### src/rtl/aper_remap_pkg.sv
package aper_remap_pkg;
  localparam int BUS_AW     = 40;
  localparam int DATA_W     = 32;
  localparam int PG_BITS    = 12;
  localparam int FRAME_W    = BUS_AW - PG_BITS;
  localparam int WIN_SHIFT  = 25;
  localparam int BASE_FLD_W = BUS_AW - WIN_SHIFT;
  localparam int ORDER_W    = 3;
  localparam int IDX_W      = WIN_SHIFT + (1 << ORDER_W) - 1 - PG_BITS;
  localparam int ENT_SH     = 2;
  localparam int HI_W       = BUS_AW - DATA_W;
  localparam int TBL_LSB    = 4;
  localparam int CFG_AW     = 2;

  typedef enum logic [CFG_AW-1:0] {
    REG_WIN_CTL   = 2'd0,
    REG_WIN_BASE  = 2'd1,
    REG_TBL_BASE  = 2'd2,
    REG_CACHE_CTL = 2'd3
  } cfg_reg_e;

  typedef enum logic {
    ST_IDLE = 1'b0,
    ST_WALK = 1'b1
  } walk_st_e;

  typedef struct packed {
    logic               vld;
    logic [IDX_W-1:0]   tag;
    logic [FRAME_W-1:0] frame;
  } cache_line_t;
endpackage

### src/rtl/aper_cfg_regs.sv
module aper_cfg_regs
  import aper_remap_pkg::*;
(
  input  logic                  clk,
  input  logic                  rst_n,
  input  logic                  cfg_we_i,
  input  logic [CFG_AW-1:0]     cfg_addr_i,
  input  logic [DATA_W-1:0]     cfg_wdata_i,
  output logic [DATA_W-1:0]     cfg_rdata_o,
  output logic                  xl_en_o,
  output logic [ORDER_W-1:0]    win_order_o,
  output logic [BASE_FLD_W-1:0] win_base_o,
  output logic [FRAME_W-1:0]    tbl_pn_o,
  output logic                  flush_busy_o,
  input  logic                  flush_done_i,
  input  logic                  walk_err_set_i
);
  logic                  en_q, en_d;
  logic [ORDER_W-1:0]    ord_q, ord_d;
  logic [BASE_FLD_W-1:0] base_q, base_d;
  logic [FRAME_W-1:0]    tbl_q, tbl_d;
  logic                  flush_q, flush_d;
  logic                  err_q, err_d;

  always_comb begin
    en_d    = en_q;
    ord_d   = ord_q;
    base_d  = base_q;
    tbl_d   = tbl_q;
    flush_d = flush_q;
    err_d   = err_q;
    if (flush_done_i) flush_d = 1'b0;
    if (cfg_we_i) begin
      unique case (cfg_reg_e'(cfg_addr_i))
        REG_WIN_CTL: begin
          en_d  = cfg_wdata_i[0];
          ord_d = cfg_wdata_i[ORDER_W:1];
        end
        REG_WIN_BASE:  base_d = cfg_wdata_i[BASE_FLD_W-1:0];
        REG_TBL_BASE:  tbl_d  = cfg_wdata_i[TBL_LSB +: FRAME_W];
        REG_CACHE_CTL: begin
          if (cfg_wdata_i[0]) flush_d = 1'b1;
          if (cfg_wdata_i[1]) err_d   = 1'b0;
        end
      endcase
    end
    if (walk_err_set_i) err_d = 1'b1;
  end

  always_ff @(posedge clk or negedge rst_n) begin
    if (!rst_n) begin
      en_q    <= 1'b0;
      ord_q   <= '0;
      base_q  <= '0;
      tbl_q   <= '0;
      flush_q <= 1'b0;
      err_q   <= 1'b0;
    end else begin
      en_q    <= en_d;
      ord_q   <= ord_d;
      base_q  <= base_d;
      tbl_q   <= tbl_d;
      flush_q <= flush_d;
      err_q   <= err_d;
    end
  end

  always_comb begin
    cfg_rdata_o = '0;
    unique case (cfg_reg_e'(cfg_addr_i))
      REG_WIN_CTL:   cfg_rdata_o[ORDER_W:0] = {ord_q, en_q};
      REG_WIN_BASE:  cfg_rdata_o[BASE_FLD_W-1:0] = base_q;
      REG_TBL_BASE:  cfg_rdata_o[TBL_LSB +: FRAME_W] = tbl_q;
      REG_CACHE_CTL: cfg_rdata_o[1:0] = {err_q, flush_q};
    endcase
  end

  assign xl_en_o      = en_q;
  assign win_order_o  = ord_q;
  assign win_base_o   = base_q;
  assign tbl_pn_o     = tbl_q;
  assign flush_busy_o = flush_q;

  AST_FLUSH_HOLDS: assert property (@(posedge clk) disable iff (!rst_n)
    flush_q && !flush_done_i |=> flush_q);
  AST_ERR_STICKY: assert property (@(posedge clk) disable iff (!rst_n)
    walk_err_set_i |=> err_q);
endmodule

### src/rtl/aper_xlate_cache.sv
module aper_xlate_cache
  import aper_remap_pkg::*;
#(
  parameter int DEPTH = 4
) (
  input  logic               clk,
  input  logic               rst_n,
  input  logic [IDX_W-1:0]   lk_tag_i,
  output logic               hit_o,
  output logic [FRAME_W-1:0] hit_frame_o,
  input  logic               fill_en_i,
  input  logic [IDX_W-1:0]   fill_tag_i,
  input  logic [FRAME_W-1:0] fill_frame_i,
  input  logic               inval_i
);
  localparam int PTR_W = (DEPTH > 1) ? $clog2(DEPTH) : 1;

  cache_line_t      lines_q [DEPTH];
  cache_line_t      lines_d [DEPTH];
  logic [PTR_W-1:0] ptr_q, ptr_d;
  logic [DEPTH-1:0] hit_vec;

  for (genvar g = 0; g < DEPTH; g++) begin : g_cmp
    assign hit_vec[g] = lines_q[g].vld && (lines_q[g].tag == lk_tag_i);
  end

  assign hit_o = |hit_vec;

  always_comb begin
    hit_frame_o = '0;
    for (int i = 0; i < DEPTH; i++) begin
      if (hit_vec[i]) hit_frame_o = hit_frame_o | lines_q[i].frame;
    end
  end

  always_comb begin
    ptr_d = ptr_q;
    for (int i = 0; i < DEPTH; i++) lines_d[i] = lines_q[i];
    if (inval_i) begin
      for (int i = 0; i < DEPTH; i++) lines_d[i].vld = 1'b0;
    end else if (fill_en_i) begin
      lines_d[ptr_q].vld   = 1'b1;
      lines_d[ptr_q].tag   = fill_tag_i;
      lines_d[ptr_q].frame = fill_frame_i;
      ptr_d = (ptr_q == PTR_W'(DEPTH - 1)) ? '0 : ptr_q + 1'b1;
    end
  end

  always_ff @(posedge clk or negedge rst_n) begin
    if (!rst_n) begin
      ptr_q <= '0;
      for (int i = 0; i < DEPTH; i++) lines_q[i] <= '0;
    end else begin
      ptr_q <= ptr_d;
      for (int i = 0; i < DEPTH; i++) lines_q[i] <= lines_d[i];
    end
  end

  AST_HIT_UNIQUE: assert property (@(posedge clk) disable iff (!rst_n)
    $onehot0(hit_vec));
  AST_INVAL_EMPTIES: assert property (@(posedge clk) disable iff (!rst_n)
    inval_i |=> !hit_o);
endmodule

### src/rtl/aper_walk_ctrl.sv
module aper_walk_ctrl
  import aper_remap_pkg::*;
(
  input  logic                  clk,
  input  logic                  rst_n,
  input  logic                  req_valid_i,
  output logic                  req_ready_o,
  input  logic [BUS_AW-1:0]     req_addr_i,
  output logic                  rsp_valid_o,
  output logic [BUS_AW-1:0]     rsp_addr_o,
  output logic                  rsp_err_o,
  output logic                  mem_req_o,
  output logic [BUS_AW-1:0]     mem_addr_o,
  input  logic                  mem_rvalid_i,
  input  logic [DATA_W-1:0]     mem_rdata_i,
  input  logic                  xl_en_i,
  input  logic [ORDER_W-1:0]    win_order_i,
  input  logic [BASE_FLD_W-1:0] win_base_i,
  input  logic [FRAME_W-1:0]    tbl_pn_i,
  input  logic                  flush_busy_i,
  output logic                  flush_done_o,
  output logic                  walk_err_set_o,
  output logic [IDX_W-1:0]      lk_tag_o,
  input  logic                  hit_i,
  input  logic [FRAME_W-1:0]    hit_frame_i,
  output logic                  fill_en_o,
  output logic [IDX_W-1:0]      fill_tag_o,
  output logic [FRAME_W-1:0]    fill_frame_o
);
  walk_st_e            st_q, st_d;
  logic                rsp_v_q, rsp_v_d;
  logic [BUS_AW-1:0]   rsp_a_q, rsp_a_d;
  logic                rsp_e_q, rsp_e_d;
  logic                mreq_q, mreq_d;
  logic [BUS_AW-1:0]   maddr_q, maddr_d;
  logic [IDX_W-1:0]    idx_q, idx_d;
  logic [PG_BITS-1:0]  lo_q, lo_d;

  logic [BUS_AW-1:0]   win_start;
  logic [BUS_AW:0]     off;
  logic [BUS_AW-1:0]   off_pages;
  logic                in_win;
  logic [IDX_W-1:0]    idx;
  logic [BUS_AW-1:0]   tbl_addr;
  logic                accept;
  logic [2:0]          unused_ent;

  assign win_start = {win_base_i, {WIN_SHIFT{1'b0}}};
  assign off       = {1'b0, req_addr_i} - {1'b0, win_start};
  assign off_pages = (off[BUS_AW-1:0] >> WIN_SHIFT) >> win_order_i;
  assign in_win    = xl_en_i && !off[BUS_AW] && (off_pages == '0);
  assign idx       = off[PG_BITS +: IDX_W];
  assign tbl_addr  = {tbl_pn_i, {PG_BITS{1'b0}}}
                   + {{(BUS_AW-IDX_W-ENT_SH){1'b0}}, idx, {ENT_SH{1'b0}}};

  assign req_ready_o  = (st_q == ST_IDLE) && !flush_busy_i;
  assign flush_done_o = (st_q == ST_IDLE) && flush_busy_i;
  assign accept       = req_valid_i && req_ready_o;
  assign lk_tag_o     = idx;
  assign fill_tag_o   = idx_q;
  assign fill_frame_o = {mem_rdata_i[PG_BITS-1:TBL_LSB], mem_rdata_i[DATA_W-1:PG_BITS]};
  assign unused_ent   = mem_rdata_i[3:1];

  always_comb begin
    st_d           = st_q;
    rsp_v_d        = 1'b0;
    rsp_a_d        = rsp_a_q;
    rsp_e_d        = 1'b0;
    mreq_d         = 1'b0;
    maddr_d        = maddr_q;
    idx_d          = idx_q;
    lo_d           = lo_q;
    fill_en_o      = 1'b0;
    walk_err_set_o = 1'b0;
    unique case (st_q)
      ST_IDLE: begin
        if (accept) begin
          if (!in_win) begin
            rsp_v_d = 1'b1;
            rsp_a_d = req_addr_i;
          end else if (hit_i) begin
            rsp_v_d = 1'b1;
            rsp_a_d = {hit_frame_i, req_addr_i[PG_BITS-1:0]};
          end else begin
            mreq_d  = 1'b1;
            maddr_d = tbl_addr;
            idx_d   = idx;
            lo_d    = req_addr_i[PG_BITS-1:0];
            st_d    = ST_WALK;
          end
        end
      end
      ST_WALK: begin
        if (mem_rvalid_i) begin
          st_d    = ST_IDLE;
          rsp_v_d = 1'b1;
          if (mem_rdata_i[0]) begin
            rsp_a_d   = {fill_frame_o, lo_q};
            fill_en_o = 1'b1;
          end else begin
            rsp_a_d        = '0;
            rsp_e_d        = 1'b1;
            walk_err_set_o = 1'b1;
          end
        end
      end
    endcase
  end

  always_ff @(posedge clk or negedge rst_n) begin
    if (!rst_n) begin
      st_q    <= ST_IDLE;
      rsp_v_q <= 1'b0;
      rsp_a_q <= '0;
      rsp_e_q <= 1'b0;
      mreq_q  <= 1'b0;
      maddr_q <= '0;
      idx_q   <= '0;
      lo_q    <= '0;
    end else begin
      st_q    <= st_d;
      rsp_v_q <= rsp_v_d;
      rsp_a_q <= rsp_a_d;
      rsp_e_q <= rsp_e_d;
      mreq_q  <= mreq_d;
      maddr_q <= maddr_d;
      idx_q   <= idx_d;
      lo_q    <= lo_d;
    end
  end

  assign rsp_valid_o = rsp_v_q;
  assign rsp_addr_o  = rsp_a_q;
  assign rsp_err_o   = rsp_e_q;
  assign mem_req_o   = mreq_q;
  assign mem_addr_o  = maddr_q;

  AST_BYPASS_ECHO: assert property (@(posedge clk) disable iff (!rst_n)
    accept && !in_win |=> rsp_valid_o && !rsp_err_o && (rsp_addr_o == $past(req_addr_i)));
  AST_ERR_NO_ADDR: assert property (@(posedge clk) disable iff (!rst_n)
    rsp_valid_o && rsp_err_o |-> (rsp_addr_o == '0));
  AST_HIT_NO_FETCH: assert property (@(posedge clk) disable iff (!rst_n)
    accept && in_win && hit_i |=> rsp_valid_o && !mem_req_o);
  AST_WALK_STALLS: assert property (@(posedge clk) disable iff (!rst_n)
    mem_req_o |=> !mem_req_o && !req_ready_o);
endmodule

### src/rtl/aper_remap_walker.sv
module aper_remap_walker
  import aper_remap_pkg::*;
#(
  parameter int CACHE_DEPTH = 4
) (
  input  logic              clk,
  input  logic              rst_n,
  input  logic              cfg_we,
  input  logic [1:0]        cfg_addr,
  input  logic [31:0]       cfg_wdata,
  output logic [31:0]       cfg_rdata,
  input  logic              req_valid,
  output logic              req_ready,
  input  logic [39:0]       req_addr,
  output logic              rsp_valid,
  output logic [39:0]       rsp_addr,
  output logic              rsp_err,
  output logic              mem_req,
  output logic [39:0]       mem_addr,
  input  logic              mem_rvalid,
  input  logic [31:0]       mem_rdata
);
  logic                  xl_en;
  logic [ORDER_W-1:0]    win_order;
  logic [BASE_FLD_W-1:0] win_base;
  logic [FRAME_W-1:0]    tbl_pn;
  logic                  flush_busy;
  logic                  flush_done;
  logic                  walk_err_set;
  logic [IDX_W-1:0]      lk_tag;
  logic                  hit;
  logic [FRAME_W-1:0]    hit_frame;
  logic                  fill_en;
  logic [IDX_W-1:0]      fill_tag;
  logic [FRAME_W-1:0]    fill_frame;

  aper_cfg_regs u_regs (
    .clk            (clk),
    .rst_n          (rst_n),
    .cfg_we_i       (cfg_we),
    .cfg_addr_i     (cfg_addr),
    .cfg_wdata_i    (cfg_wdata),
    .cfg_rdata_o    (cfg_rdata),
    .xl_en_o        (xl_en),
    .win_order_o    (win_order),
    .win_base_o     (win_base),
    .tbl_pn_o       (tbl_pn),
    .flush_busy_o   (flush_busy),
    .flush_done_i   (flush_done),
    .walk_err_set_i (walk_err_set)
  );

  aper_xlate_cache #(.DEPTH(CACHE_DEPTH)) u_cache (
    .clk          (clk),
    .rst_n        (rst_n),
    .lk_tag_i     (lk_tag),
    .hit_o        (hit),
    .hit_frame_o  (hit_frame),
    .fill_en_i    (fill_en),
    .fill_tag_i   (fill_tag),
    .fill_frame_i (fill_frame),
    .inval_i      (flush_done)
  );

  aper_walk_ctrl u_walk (
    .clk            (clk),
    .rst_n          (rst_n),
    .req_valid_i    (req_valid),
    .req_ready_o    (req_ready),
    .req_addr_i     (req_addr),
    .rsp_valid_o    (rsp_valid),
    .rsp_addr_o     (rsp_addr),
    .rsp_err_o      (rsp_err),
    .mem_req_o      (mem_req),
    .mem_addr_o     (mem_addr),
    .mem_rvalid_i   (mem_rvalid),
    .mem_rdata_i    (mem_rdata),
    .xl_en_i        (xl_en),
    .win_order_i    (win_order),
    .win_base_i     (win_base),
    .tbl_pn_i       (tbl_pn),
    .flush_busy_i   (flush_busy),
    .flush_done_o   (flush_done),
    .walk_err_set_o (walk_err_set),
    .lk_tag_o       (lk_tag),
    .hit_i          (hit),
    .hit_frame_i    (hit_frame),
    .fill_en_o      (fill_en),
    .fill_tag_o     (fill_tag),
    .fill_frame_o   (fill_frame)
  );

  AST_NO_ACCEPT_IN_FLUSH: assert property (@(posedge clk) disable iff (!rst_n)
    req_valid && req_ready |-> !flush_busy);
endmodule

### config.mk
export PLATFORM = sky130hd
export DESIGN_NAME = aper_remap_walker
export DESIGN_NICKNAME = d
export VERILOG_FILES = /design/src/rtl/aper_remap_pkg.sv /design/src/rtl/aper_cfg_regs.sv /design/src/rtl/aper_xlate_cache.sv /design/src/rtl/aper_walk_ctrl.sv /design/src/rtl/aper_remap_walker.sv
export SDC_FILE = /design/constraint.sdc
export NUM_CORES = 1
export LEC_CHECK = 0
export ABC_AREA = 1
export BUFFER_PORTS_ARGS = -buffer_cell sky130_fd_sc_hd__buf_2
export CAP_MARGIN = 20
export CORE_MARGIN = 5
export CORE_UTILIZATION = 50
export DETAILED_ROUTE_END_ITERATION = 10
export PLACE_DENSITY = 0.76
export SKIP_LAST_GASP = 1
export SLEW_MARGIN = 30
export SYNTH_ARGS = -nofsm -noshare
export SYNTH_HDL_FRONTEND = slang
export SYNTH_HIERARCHICAL = 1
export SYNTH_SLANG_ARGS = --single-unit
### constraint.sdc
create_clock -name clk -period 5.71 [get_ports clk]
set_clock_uncertainty 0.05 [all_clocks]
set_input_delay 0.2855 -clock clk [delete_from_list [all_inputs] [get_ports clk]]
set_output_delay 0.2855 -clock clk [all_outputs]
set_load 0.005 [all_outputs]
-- Yosys cells after proc, flatten, opt, wreduce, memory -nomap -nowiden
Index checks and enable logic that the tools add are counted.
- register bits: 363
- input port bits: 111
- output and inout port bits: 116
- logic and storage cells: 131
- add/sub/neg operators: 3
- magnitude comparators: 2
- eq/ne operators: 11
- shift-type cells: 1
- multiplexer cells: 54
- bitwise operators: 7
- reductions and logical operators: 26
- operators by type and width (cell ; number):
    bitwise mux 196 bit ; 3
    demux 49 bit (select 2 bit) ; 3
    two-way mux 40 bit ; 5
    two-way mux 196 bit ; 1
    two-way mux 28 bit ; 5
    bitwise OR 28 bit ; 3
    == test 20 bit ; 4
    case mux 40 bit (2 select lines) ; 1
    two-way mux 49 bit ; 1
    two-way mux 48 bit ; 1
    subtractor 40 x 40 -> 41 bit ; 1
    adder 40 x 22 -> 40 bit ; 1
    logical NOT 40 bit ; 1
    >> shifter 15 x 3 -> 40 bit ; 1
    two-way mux 1 bit ; 27
    case mux 11 bit (2 select lines) ; 1
    two-way mux 17 bit ; 1
    logical AND 1 bit ; 10
    AND reduction 2 bit ; 4
    nonzero test 2 bit ; 4
    == test 2 bit, second input constant ; 3
    case mux 2 bit (3 select lines) ; 1
    AND reduction 3 bit ; 2
    case mux 1 bit (2 select lines) ; 2
    15 further kinds ; 18

-- Logic depth before layout (Yosys ltp)
Gate-level depths: netlist of the first run.
- word-level depth: 14
- mapped depth: 28
- depth with buffers taken out: 26

-- By module
The synthesis of the first run kept the hierarchy.
- modules (own cells, without submodules) (module ; times used ; cells an instance ; area each (sq um) ; seq. area each (sq um)):
    aper_xlate_cache ; 1 ; 1365 ; 9858.2 ; 4954.8
    aper_walk_ctrl ; 1 ; 1049 ; 7244.4 ; 2602.5
    aper_cfg_regs ; 1 ; 296 ; 2307.2 ; 1226.2

-- Worst setup path before layout of the first run
Ideal clock, no wire load.
- path kind: register to register
- start point: reg u_regs.base_q[0], in the netlist u_regs/win_base_o[0]
- end point: reg u_walk.maddr_q[33], in the netlist u_walk/mem_addr_o[33]
- arrival: 3.184 ns
- slack: 2.345 ns
- stages on the path, launching flop included: 20
- period minus slack after synthesis: 3.365 ns
- path through: dfrtp_1 > ha_1 > fa_1 > inv_1 > nand2_1 > nand2_1 > nand3_1 > nand2_1 > nand2_1 > and2_1 > ha_1 > nand2_1 > nor2_1 > nand3b_1 > o2111ai_1 > nor3b_1 > nand2_1 > nor2_1 > xnor2_1 > o21ai_1
- longest elaborated chain between the ends: 6
- elaborated cells between the ends (all ways): 18
- those cells by class: 2 x add/sub; 4 x eq/ne; 1 x shift; 1 x bitwise; 10 x reduce/logical
- ends and longest elaborated chain (element ; RTL line ; source):
    start: declaration ; aper_cfg_regs.sv:20 ; logic [BASE_FLD_W-1:0] base_q, base_d;
    start signal: assignment ; aper_cfg_regs.sv:61 ; base_q <= base_d;
    subtractor 40 x 40 -> 41 bit * ; aper_walk_ctrl.sv:49 ; assign off = {1'b0, req_addr_i} - {1'b0, win_start};
    net lk_tag[19] ; aper_remap_walker.sv:30 ; logic [IDX_W-1:0] lk_tag;
    parallel branches: the longest is 5 deep, another holds adder 40 x 22 -> 40 bit ; - ;
    end signal: assignment ; aper_walk_ctrl.sv:126 ; maddr_q <= maddr_d;
    end: declaration ; aper_walk_ctrl.sv:35 ; logic [BUS_AW-1:0] maddr_q, maddr_d;
Mark *: on every way through the listed nets, which the timed path passes.
A chain may end at the register's enable or synchronous reset.

-- Worst setup path after layout of the first run
- start point: reg u_regs.base_q[0], in the netlist u_regs/win_base_o[0]
- end point: reg u_walk.maddr_q[36], in the netlist u_walk/mem_addr_o[36]
Same word-level chain as after synthesis.

==> metrics, run 1 <==
status=completed; Slowest cell on crit path=xnor2_1; post-DP HPWL=37,400 um; DRT met1 WL=23,600 um; Final #Nets=3,046; Async SR Flop Fraction=1.00; Initial Utilization=0.503; CP max stage delay=0.73 ns; Unique masters post-synth=40; most frequent cells in the layout=nand2_1, inv_1, dfrtp_1; total core area=38,600 um^2; met3 wire length=4440 um; largest net degree at the start of global routing=126; Layout area overhead=15.8%; kind of critical path=flip-flop to flip-flop; first-pass GRT wire length=90,100 um; Synth Cell Area=19,400 um^2; min cycle time layout=4.16 ns; die width=207 um; commonest non-fill, non-tap cell in the layout=nand2_1; Ports=227; Die H=207 um; top sig layer=met4; wire per inst=16.2 um; critical path endpoint category=flip-flop; worst min path class=input pin to flip-flop; initial antenna violation count=1; Least-Margin Pin Slew=0.945 ns; final-report max-slew violation count=0; worst-path maximum fanout=49; synthesis warning total=6; average cell area after synthesis=7.16 um^2; setup bufs post-CTS=0; largest area contributor in the netlist=dfrtp_1; die area=42,900 um^2; CP Launch Point=u_regs/win_base_o[0]; Worst Path Required=6.11 ns; H-tree depth=2; static leakage=11.4 nW; Core Rows=72; Num Clock Sinks=351; reg2reg start=u_regs/win_base_o[0]; met2 wire len=25,600 um; count of non-filler cells in the finished layout=3,447; startpoint types=flip-flop; worst-path cell chain=ha_1, fa_1, xnor2_1, o21ai_0, nand3_1, a21oi_1, nand2_1, nand2_1, nand2_1, nor2_2, buf_4, nand3_2, nor2_1, nand2_4, buf_4, nor2_1, nand2_1, nand2_1; final instance area=22,500 um^2; drt pass-1 iters=5; DR iter-0 viols=1,407; CTS tree=yes; cell mode on critical path=nand2_1; Tcrit/Tclk final=0.728; Mapped Cells=2,710; Post-DP Area=20,400 um^2; sequential area share after synthesis=0.453; DR vias/cell=5.14; Hold Crit Start=req_addr[15]; Synth Register Bits=351; Yosys top cell area share=0.453; Max transition margin=0.368; cts bufs inserted=40; layout cells sized above 1=0.126; maxcap violations=0; port buffer count=221; VDD IR max=0.218 mV; placed instance count=3,304; Clock Tree Buf Depth=3; fillers=3,550; Arr. time, crit path=4.56 ns; clk_lat worst skew=0.57 ns; setup TNS=0 ns; Final ANT Viol Nets=0; root buffer cell=clkbuf_16; GR Overflow Total=0; vias after detailed routing=17,723; vias in the first global route=17,222; Fin. Hold Viols=0; RSZ-0062 raised after global routing=false; EDFF count, synth=0; total track usage=0.255; Peak Freq=240 MHz; Top FF cell, synth=dfrtp_1; Synth area leaders=dfrtp_1, nand2_1, inv_1; Worst-path clk slew=0.06 ns; final setup fails=0; DRC Markers=0; GP Congestion=0.897; P per Cell Area=299 nW/um^2; Total Wirelength=55,900 um
[stage by stage]
step	util	power [mW]	hold WS, ns	setup slack (ns)
after global placement	0.528	3.98	0.302	1.63
after floorplan	-	3.56	-0.0601	2.35
after CTS	0.582	6.75	0.00205	1.62
final	0.583	6.72	0.0245	1.55
after detailed placement	0.528	4.00	0.322	1.58
after global routing	0.583	7.05	0.0231	1.15
[synth_stat cells, types with 2 or more instances]
cell type    n
nand2_1    904
inv_1      399
dfrtp_1    351
nor2_1     229
o21ai_0    201
nand3_1    129
o21ai_1    114
buf_4       56
buf_2       46
clkbuf_1    45
ha_1        34
nand4_1     34
a21oi_1     32
nor2_2      25
inv_2       21
xnor2_1     21
buf_6       17
xor2_1      13
nand3b_1     4
o211ai_1     4
and2_1       3
buf_1        3
nand3_2      3
fa_1         2
nand2_2      2
nor3_1       2
o21ai_2      2
or2_0        2
[metal layers]
| metal | GRT usage | up-vias |
|---|---|---|
| met4 | 0.0955 | 0 |
| li1 | - | 8621 |
| met5 | 0 | - |
| met1 | 0.347 | 8244 |
| met2 | 0.411 | 723 |
| met3 | 0.0478 | 135 |
[layout make-up]
cell class                 count  area [um^2]  area share
multi-input combinational   1772         8070       0.359
inverter                     421         1580      0.0703
sequential                   351         8780       0.391
antenna                        1         2.50    0.000111
clock buffer                  62         1230      0.0549
tap                          518          648      0.0288
clock inverter                 9          155     0.00690
timing repair buffer         313         2010      0.0896
[worst paths after layout]
path | end | slack, ns | cells after the start
setup reg to reg | u_walk/mem_addr_o[36] | 1.55 | 18
hold / removal | u_walk/fill_tag_o[3] | 0.02 | 3
setup / recovery | u_walk/mem_addr_o[36] | 1.55 | 18
hold reg to reg | u_walk/mem_addr_o[39] | 0.43 | 2
min in group asynchronous | u_walk/rsp_addr_o[2] | 0.30 | 2
max in group asynchronous | u_walk/mem_req_o | 3.95 | 3
[flip-flops by register name, indices dropped and copies added (netlist names)]
| name | cells |
|---|---|
| u_walk/mem_req_o | 1 |
| u_regs/xl_en_o | 1 |
| u_walk/mem_addr_o | 28 |
| u_walk/rsp_valid_o | 1 |
| u_cache/lines_q | 196 |
| u_walk/lo_q | 12 |
| u_cache/ptr_q | 2 |
| u_regs/flush_busy_o | 1 |
| u_walk/rsp_err_o | 1 |
| u_regs/tbl_pn_o | 28 |
| u_regs/err_q | 1 |
| u_walk/rsp_addr_o | 40 |
| u_walk/st_q | 1 |
| u_regs/win_order_o | 3 |
| u_walk/fill_tag_o | 20 |
| u_regs/win_base_o | 15 |
[worst max-delay path, delay by kind of cell, from the launching register on]
| kind | cells | cell delay [ns] |
|---|---|---|
| AO/OA/AOI/OAI | 2 | 0.23 |
| XOR/XNOR | 1 | 0.73 |
| adder cells (fa/ha/maj) | 2 | 0.63 |
| buffers and inverters | 2 | 0.75 |
| flip-flops | 1 | 0.42 |
| AND/OR/NAND/NOR | 11 | 1.24 |
[where the power goes]
part	switching (mW)	internal [mW]	total (mW)
sequential	0.132	2.64	2.77
clock	1.03	1.67	2.70
combinational	0.803	0.453	1.26
total	1.97	4.75	6.72
[cells by family after synthesis]
group | count (synthesis) | synth area share
compound gates | 359 | 0.0944
xor+xnor | 35 | 0.0162
fa+ha+maj | 36 | 0.0240
buf+inv | 588 | 0.134
flops | 351 | 0.453
other cells | 1 | 0.000193
simple gates | 1340 | 0.279
[repair_timing]
item / 4_1_cts / 5_1_grt
hold buffers: 70 / 0
resized for setup: 0 / 0
hold endpoints to repair: 215 / 0
No activity file was read; power rests on OpenSTA's default activity.
==> run 2: changes to the inputs <==
--- a/config.mk
+++ b/config.mk
@@ -5,13 +5,13 @@
 export SDC_FILE = /design/constraint.sdc
 export NUM_CORES = 1
 export LEC_CHECK = 0
-export ABC_AREA = 1
+export ABC_AREA = 0
 export BUFFER_PORTS_ARGS = -buffer_cell sky130_fd_sc_hd__buf_2
 export CAP_MARGIN = 20
 export CORE_MARGIN = 5
 export CORE_UTILIZATION = 50
 export DETAILED_ROUTE_END_ITERATION = 10
-export PLACE_DENSITY = 0.76
+export PLACE_DENSITY = 0.79
 export SKIP_LAST_GASP = 1
 export SLEW_MARGIN = 30
 export SYNTH_ARGS = -nofsm -noshare
==> constraint.sdc (replaced) <==
create_clock -name clk -period 3.5 [get_ports clk]
set_clock_uncertainty 0.05 [all_clocks]
set_input_delay 0.175 -clock clk [delete_from_list [all_inputs] [get_ports clk]]
set_output_delay 0.175 -clock clk [all_outputs]
set_load 0.005 [all_outputs]
==> metrics, run 2 <==
failing checks=setup timing; Post-synth top cells=dfrtp_1, mux2_2, nor2_1, nand3_1, xnor2_1; Slowest cell on crit path=dfrtp_1; Hold Crit Depth=2 (-1); setup TNS=-34.75 ns (-34.75 ns); Unique masters post-synth=74 (+85%); cts bufs inserted=39 (-2.5%); CTS tree=yes; CP Depth=18 (unchanged); DRC Markers=0 (unchanged); die width=204 um (-1.4%); count of non-filler cells in the finished layout=2,522 (-27%); VDD IR max=0.347 mV (+59%); Total Wirelength=56,800 um (+1.7%); kind of critical path=flip-flop to flip-flop; post-DP HPWL=36,100 um (-3.5%); wire per inst=22.5 um (+39%); RSZ-0062 raised after global routing=true; vias after detailed routing=14,854 (-16%); GR Overflow Total=0 (unchanged); Ports=227 (unchanged); critical path endpoint category=flip-flop; FF-to-FF path depth=18 (unchanged); Mapped Cells=1,684 (-38%); Arr. time, crit path=4.27 ns (-0.29 ns); root buffer cell=clkbuf_16; total track usage=0.261 (+0.00522); Peak Freq=255 MHz (+6.2%); Worst Path Required=3.85 ns (-2.26 ns); Worst Path Buf+Inv=4 (+2); final instance area=23,300 um^2 (+3.8%); min cycle time layout=3.92 ns (-0.242 ns); worst-path maximum fanout=6 (-88%); first-pass GRT wire length=86,900 um (-3.5%); Final #Nets=2,130 (-30%); P per Cell Area=498 nW/um^2 (+67%); Tcrit/Tclk final=1.12 (+0.391); EDFF count, synth=0 (unchanged); final-report max-slew violation count=0 (unchanged); total core area=37,400 um^2 (-3.0%); Synth Cell Area=18,800 um^2 (-3.0%); H-tree depth=2 (unchanged); Hold Crit Start=req_addr[18]; Final ANT Viol Nets=0 (unchanged); Biggest register=u_cache/lines_q; worst-path cell chain=buf_4, fa_2, nor2b_4, o2111ai_2, nand3b_1, xor2_1, buf_4, xnor2_1, nand4_1, nor2_2, a22oi_2, nand3_2, or3_4, buf_6, nor3_4, o21a_4, buf_12, mux2_4; Least-Margin Pin Slew=0.946 ns (+0.000184 ns); reg2reg start=u_regs/win_base_o[1]; DR iter-0 viols=1,236 (-12%); Synth Register Bits=351 (unchanged); Worst-path clk slew=0.06 ns (about the same); average cell area after synthesis=11.2 um^2 (+56%); GP Congestion=0.945 (+5.3%); port buffer count=221 (unchanged); most frequent cells in the layout=dfrtp_1, mux2_2, buf_2; die area=41,700 um^2 (-2.8%); placed instance count=2,353 (-29%); status=finished, violations left; sequential area share after synthesis=0.466 (+0.0138); Fin. Hold Viols=0 (unchanged); final setup fails=103 (+103); cell mode on critical path=buf_4; worst min path class=input pin to flip-flop; Initial Utilization=0.504 (about the same); largest area contributor in the netlist=dfrtp_1; DR vias/cell=5.89 (+15%); max reg flops=196 (unchanged); vias in the first global route=15,645 (-9.2%); Die H=204 um (-1.4%); static leakage=11.2 nW (-1.5%); CP Launch Point=u_regs/win_base_o[1]; largest net degree at the start of global routing=92 (-27%); Post-DP Area=20,700 um^2 (+1.7%); CP max stage delay=0.39 ns (-0.34 ns); synthesis warning total=6 (unchanged); Num Clock Sinks=351 (unchanged); Async SR Flop Fraction=1.00 (unchanged); Synth area leaders=dfrtp_1, mux2_2, xnor2_1; drt pass-1 iters=6 (+1); clk_lat worst skew=0.53 ns (-0.04 ns); startpoint types=flip-flop; Max transition margin=0.370 (+0.00140); layout cells sized above 1=0.389 (+0.263); Core Rows=71 (-1.4%); Final Power=11.6 mW (+73%); maxcap violations=0 (unchanged); Layout area overhead=24.0%; cell family with most CP delay=simple AND/OR/NAND/NOR gates; Clock Tree Buf Depth=3 (unchanged); WHS=0.0275 ns (+0.00300 ns); Top FF cell, synth=dfrtp_1; final worst slack=-0.417 ns (-1.97 ns); count leader, synth=dfrtp_1; initial antenna violation count=3 (+2); Yosys top cell area share=0.466 (+0.0138); commonest non-fill, non-tap cell in the layout=dfrtp_1; fillers=2,789 (-21%)
run 2: per-stage QoR:
step / utilization / worst slack (ns)
2_1_floorplan: - / -0.365
3_3_place_gp: 0.554 / -0.373
3_5_place_dp: 0.554 / -0.539
4_1_cts: 0.613 / -0.297
5_1_grt: 0.624 / -0.539
6_report: 0.624 / -0.417
run 2: cell families after synthesis:
family          after synthesis  share of synthesized area
simple gates                456                      0.129
flops                       351                      0.466
mux                         327                      0.193
buf+inv                     226                     0.0678
compound gates              179                     0.0658
xor+xnor                    108                     0.0530
fa+ha+maj                    36                     0.0247
other cells                   1                   0.000199
run 2: final cells by class:
| type | instances | area, um^2 | share of cell area |
|---|---|---|---|
| Inverter | 58 | 218 | 0.00933 |
| Clock inverter | 10 | 154 | 0.00659 |
| Sequential cell | 351 | 8790 | 0.376 |
| Timing Repair Buffer | 425 | 3220 | 0.138 |
| Multi-Input combinational cell | 1108 | 9200 | 0.394 |
| Clock buffer | 56 | 1120 | 0.0481 |
| Tap cell | 511 | 639 | 0.0274 |
| Antenna cell | 3 | 7.51 | 0.000322 |
run 2: worst paths after layout:
kind	end	slack (ns)
min	u_walk/fill_tag_o[6]	0.03
max	u_walk/rsp_addr_o[5]	-0.42
min in group asynchronous	u_walk/fill_tag_o[1]	0.24
min reg2reg	u_walk/rsp_addr_o[33]	0.44
max reg2reg	u_walk/rsp_addr_o[5]	-0.42
max in group asynchronous	u_walk/rsp_addr_o[24]	2.14
run 2: repair_timing:
item | 4_1_cts | 5_1_grt
endpoints found under the hold margin | 262 | 0
gates resized for setup | 25 | 48
pin swaps | 11 | 10
buffers inserted | 6 | 12
gates cloned | 2 | 5
hold buffers | 75 | 0
setup endpoints to repair | 103 | 103
run 2: routing by layer:
layer  part of all wire  up-vias  GRT usage
li1                   -     6499          -
met1               0.40     7439      0.348
met2               0.47      775      0.420
met3              0.088      141     0.0598
met4              0.033        0     0.0936
met5                  0        -          0
run 2: report_power, final:
group | switching, mW | total (mW) | internal, mW
Sequential | 0.232 | 4.54 | 4.31
Clock | 1.65 | 4.16 | 2.52
Combinational | 1.54 | 2.93 | 1.40
==> run 3: changes to the inputs <==
--- a/config.mk
+++ b/config.mk
@@ -12,6 +12,7 @@
 export CORE_UTILIZATION = 50
 export DETAILED_ROUTE_END_ITERATION = 10
 export PLACE_DENSITY = 0.79
+export SKIP_CTS_REPAIR_TIMING = 1
 export SKIP_LAST_GASP = 1
 export SLEW_MARGIN = 30
 export SYNTH_ARGS = -nofsm -noshare
==> metrics, run 3 (synthesis gave the netlist of run 2 again) <==
GP Congestion=0.945 (unchanged); startpoint types=flip-flop; WHS=-0.00181 ns (-0.0293 ns); Least-Margin Pin Slew=0.938 ns (-0.00794 ns); DR vias/cell=5.90 (+0.23%); total track usage=0.251 (-0.00983); drt pass-1 iters=7 (+1); H-tree depth=2 (unchanged); die width=204 um (unchanged); grt met3 use=0.0584 (-0.00143); combinational power share=0.246 (-0.006); Num Clock Sinks=351 (unchanged); kind of critical path=flip-flop to flip-flop; Initial Utilization=0.504 (unchanged); root buffer cell=clkbuf_16; final worst slack=-0.464 ns (-0.0471 ns); max reg flops=196 (unchanged); final-report max-slew violation count=0 (unchanged); GRT busiest layer=met2; GR Layer Usage met1=0.345 (-0.00256); setup TNS=-40.43 ns (-5.68 ns); reg2reg start=u_regs/win_base_o[1]; DR iter-0 viols=1,206 (-2.4%); Seq pwr share=0.393 (+0.003); vias in the first global route=15,026 (-4.0%); P per Cell Area=502 nW/um^2 (+0.63%); Int Power=8.17 mW (-0.55%); RSZ-0062 raised after global routing=true; Final #Nets=2,115 (-0.70%); first-pass GRT wire length=83,800 um (-3.6%); worst min path class=input pin to flip-flop; die area=41,700 um^2 (unchanged); static leakage=11.0 nW (-1.4%); Worst-path clk slew=0.06 ns (about the same); Ports=227 (unchanged); DRC Markers=0 (unchanged); fillers=2,863 (+2.7%); post-DP HPWL=36,100 um (unchanged); initial antenna violation count=4 (+1); Peak Freq=252 MHz (-1.2%); met2 Track Usage GR=0.396 (-0.0242); Worst Path Required=3.87 ns (+0.02 ns); Layout area overhead=22.0%; Tcrit/Tclk final=1.13 (+0.0135); wire per inst=22.3 um (-1.2%); vias after detailed routing=14,811 (-0.29%); final setup fails=103 (unchanged); Util after Layout=0.614 (-0.00987); critical path endpoint category=flip-flop; port buffer count=221 (unchanged); Total Wirelength=55,800 um (-1.7%); Die H=204 um (unchanged); clk_lat worst skew=0.53 ns (about the same); Core Rows=71 (unchanged); Hold Crit Start=cfg_we; Psw=3.35 mW (-1.9%); status=finished, violations left; worst slack, placed=-0.539 ns (unchanged); Max transition margin=0.375 (+0.00529); maxcap violations=0 (unchanged); worst-path maximum fanout=15 (+9); most frequent cells in the layout=dfrtp_1, mux2_2, buf_2; Biggest register=u_cache/lines_q; Arr. time, crit path=4.33 ns (+0.06 ns); Final ANT Viol Nets=0 (unchanged); min cycle time layout=3.96 ns (+0.0471 ns); total core area=37,400 um^2 (unchanged); CP Launch Point=u_regs/win_base_o[1]; VDD IR max=0.345 mV (-0.70%); layout cells sized above 1=0.367 (-0.0217); Clock Tree Buf Depth=3 (unchanged); Clk network pwr share=0.360 (+0.002); CTS tree=yes; GR Overflow Total=0 (unchanged); failing checks=hold timing, setup timing; commonest non-fill, non-tap cell in the layout=dfrtp_1; Fin. Hold Viols=1 (+1); cts bufs inserted=39 (unchanged); Sw Ratio=0.291 (-0.00292); largest net degree at the start of global routing=92 (unchanged)
-- run 3: per-layer routing --
| metal | share of wire | vias to the layer above |
|---|---|---|
| li1 | - | 6473 |
| met4 | 0.028 | 0 |
| met2 | 0.47 | 757 |
| met5 | 0 | - |
| met3 | 0.089 | 110 |
| met1 | 0.41 | 7471 |
-- run 3: final timing paths --
path                                          to  slack, ns  cells after the start
max in group asynchronous  u_walk/rsp_addr_o[19]       2.15                      3
min                                 u_regs/err_q     -0.002                      3
max reg2reg                u_walk/mem_addr_o[14]      -0.46                     17
max                        u_walk/mem_addr_o[14]      -0.46                     17
min reg2reg                u_walk/rsp_addr_o[33]       0.44                      1
min in group asynchronous   u_cache/lines_q[135]       0.24                      2
-- run 3: power by group through the flow --
stage	Combinational, mW	Sequential (mW)	Clock (mW)
after floorplan	1.57	4.54	0
after global placement	2.57	4.58	0
after detailed placement	2.62	4.60	0
after CTS	2.64	4.53	4.21
after global routing	3.04	4.56	4.37
final	2.84	4.53	4.15
-- run 3: cell type report --
| type | count | area [um^2] | share of cell area |
|---|---|---|---|
| diodes | 5 | 12.5 | 0.000545 |
| clock buffers | 56 | 1120 | 0.0488 |
| clock inverters | 10 | 154 | 0.00670 |
| inverters | 58 | 218 | 0.00948 |
| multi-input cells | 1108 | 9040 | 0.393 |
| flip-flops and latches | 351 | 8790 | 0.382 |
| well taps | 511 | 639 | 0.0278 |
| repair buffers | 410 | 3010 | 0.131 |
-- run 3: per-stage QoR --
step                hold slack, ns  instance area [um^2]  cells  power [mW]
detailed placement           0.207                 20700   2353        7.22
floorplan                   -0.171                 19000   1685        6.11
finish                    -0.00181                 23000   2509        11.5
global route               0.00616                 23000   2508        12.0
global placement             0.207                 20700   2353        7.15
CTS                         -0.354                 22000   2419        11.4
-- run 3: worst max-delay path: stages (launching register included) --
cell and delay [ns]:
dfrtp_1 0.38, buf_4 0.16, fa_2 0.41, nor2b_4 0.14, o2111ai_2 0.12, nand3b_1 0.15, xor2_1 0.23, buf_4 0.20
xnor2_1 0.08, nand4_1 0.10, nor2_2 0.05, a22oi_1 0.16, nand3_1 0.18, or3_4 0.43, nor4_4 0.26, buf_6 0.20
buf_12 0.18, mux2_2 0.35
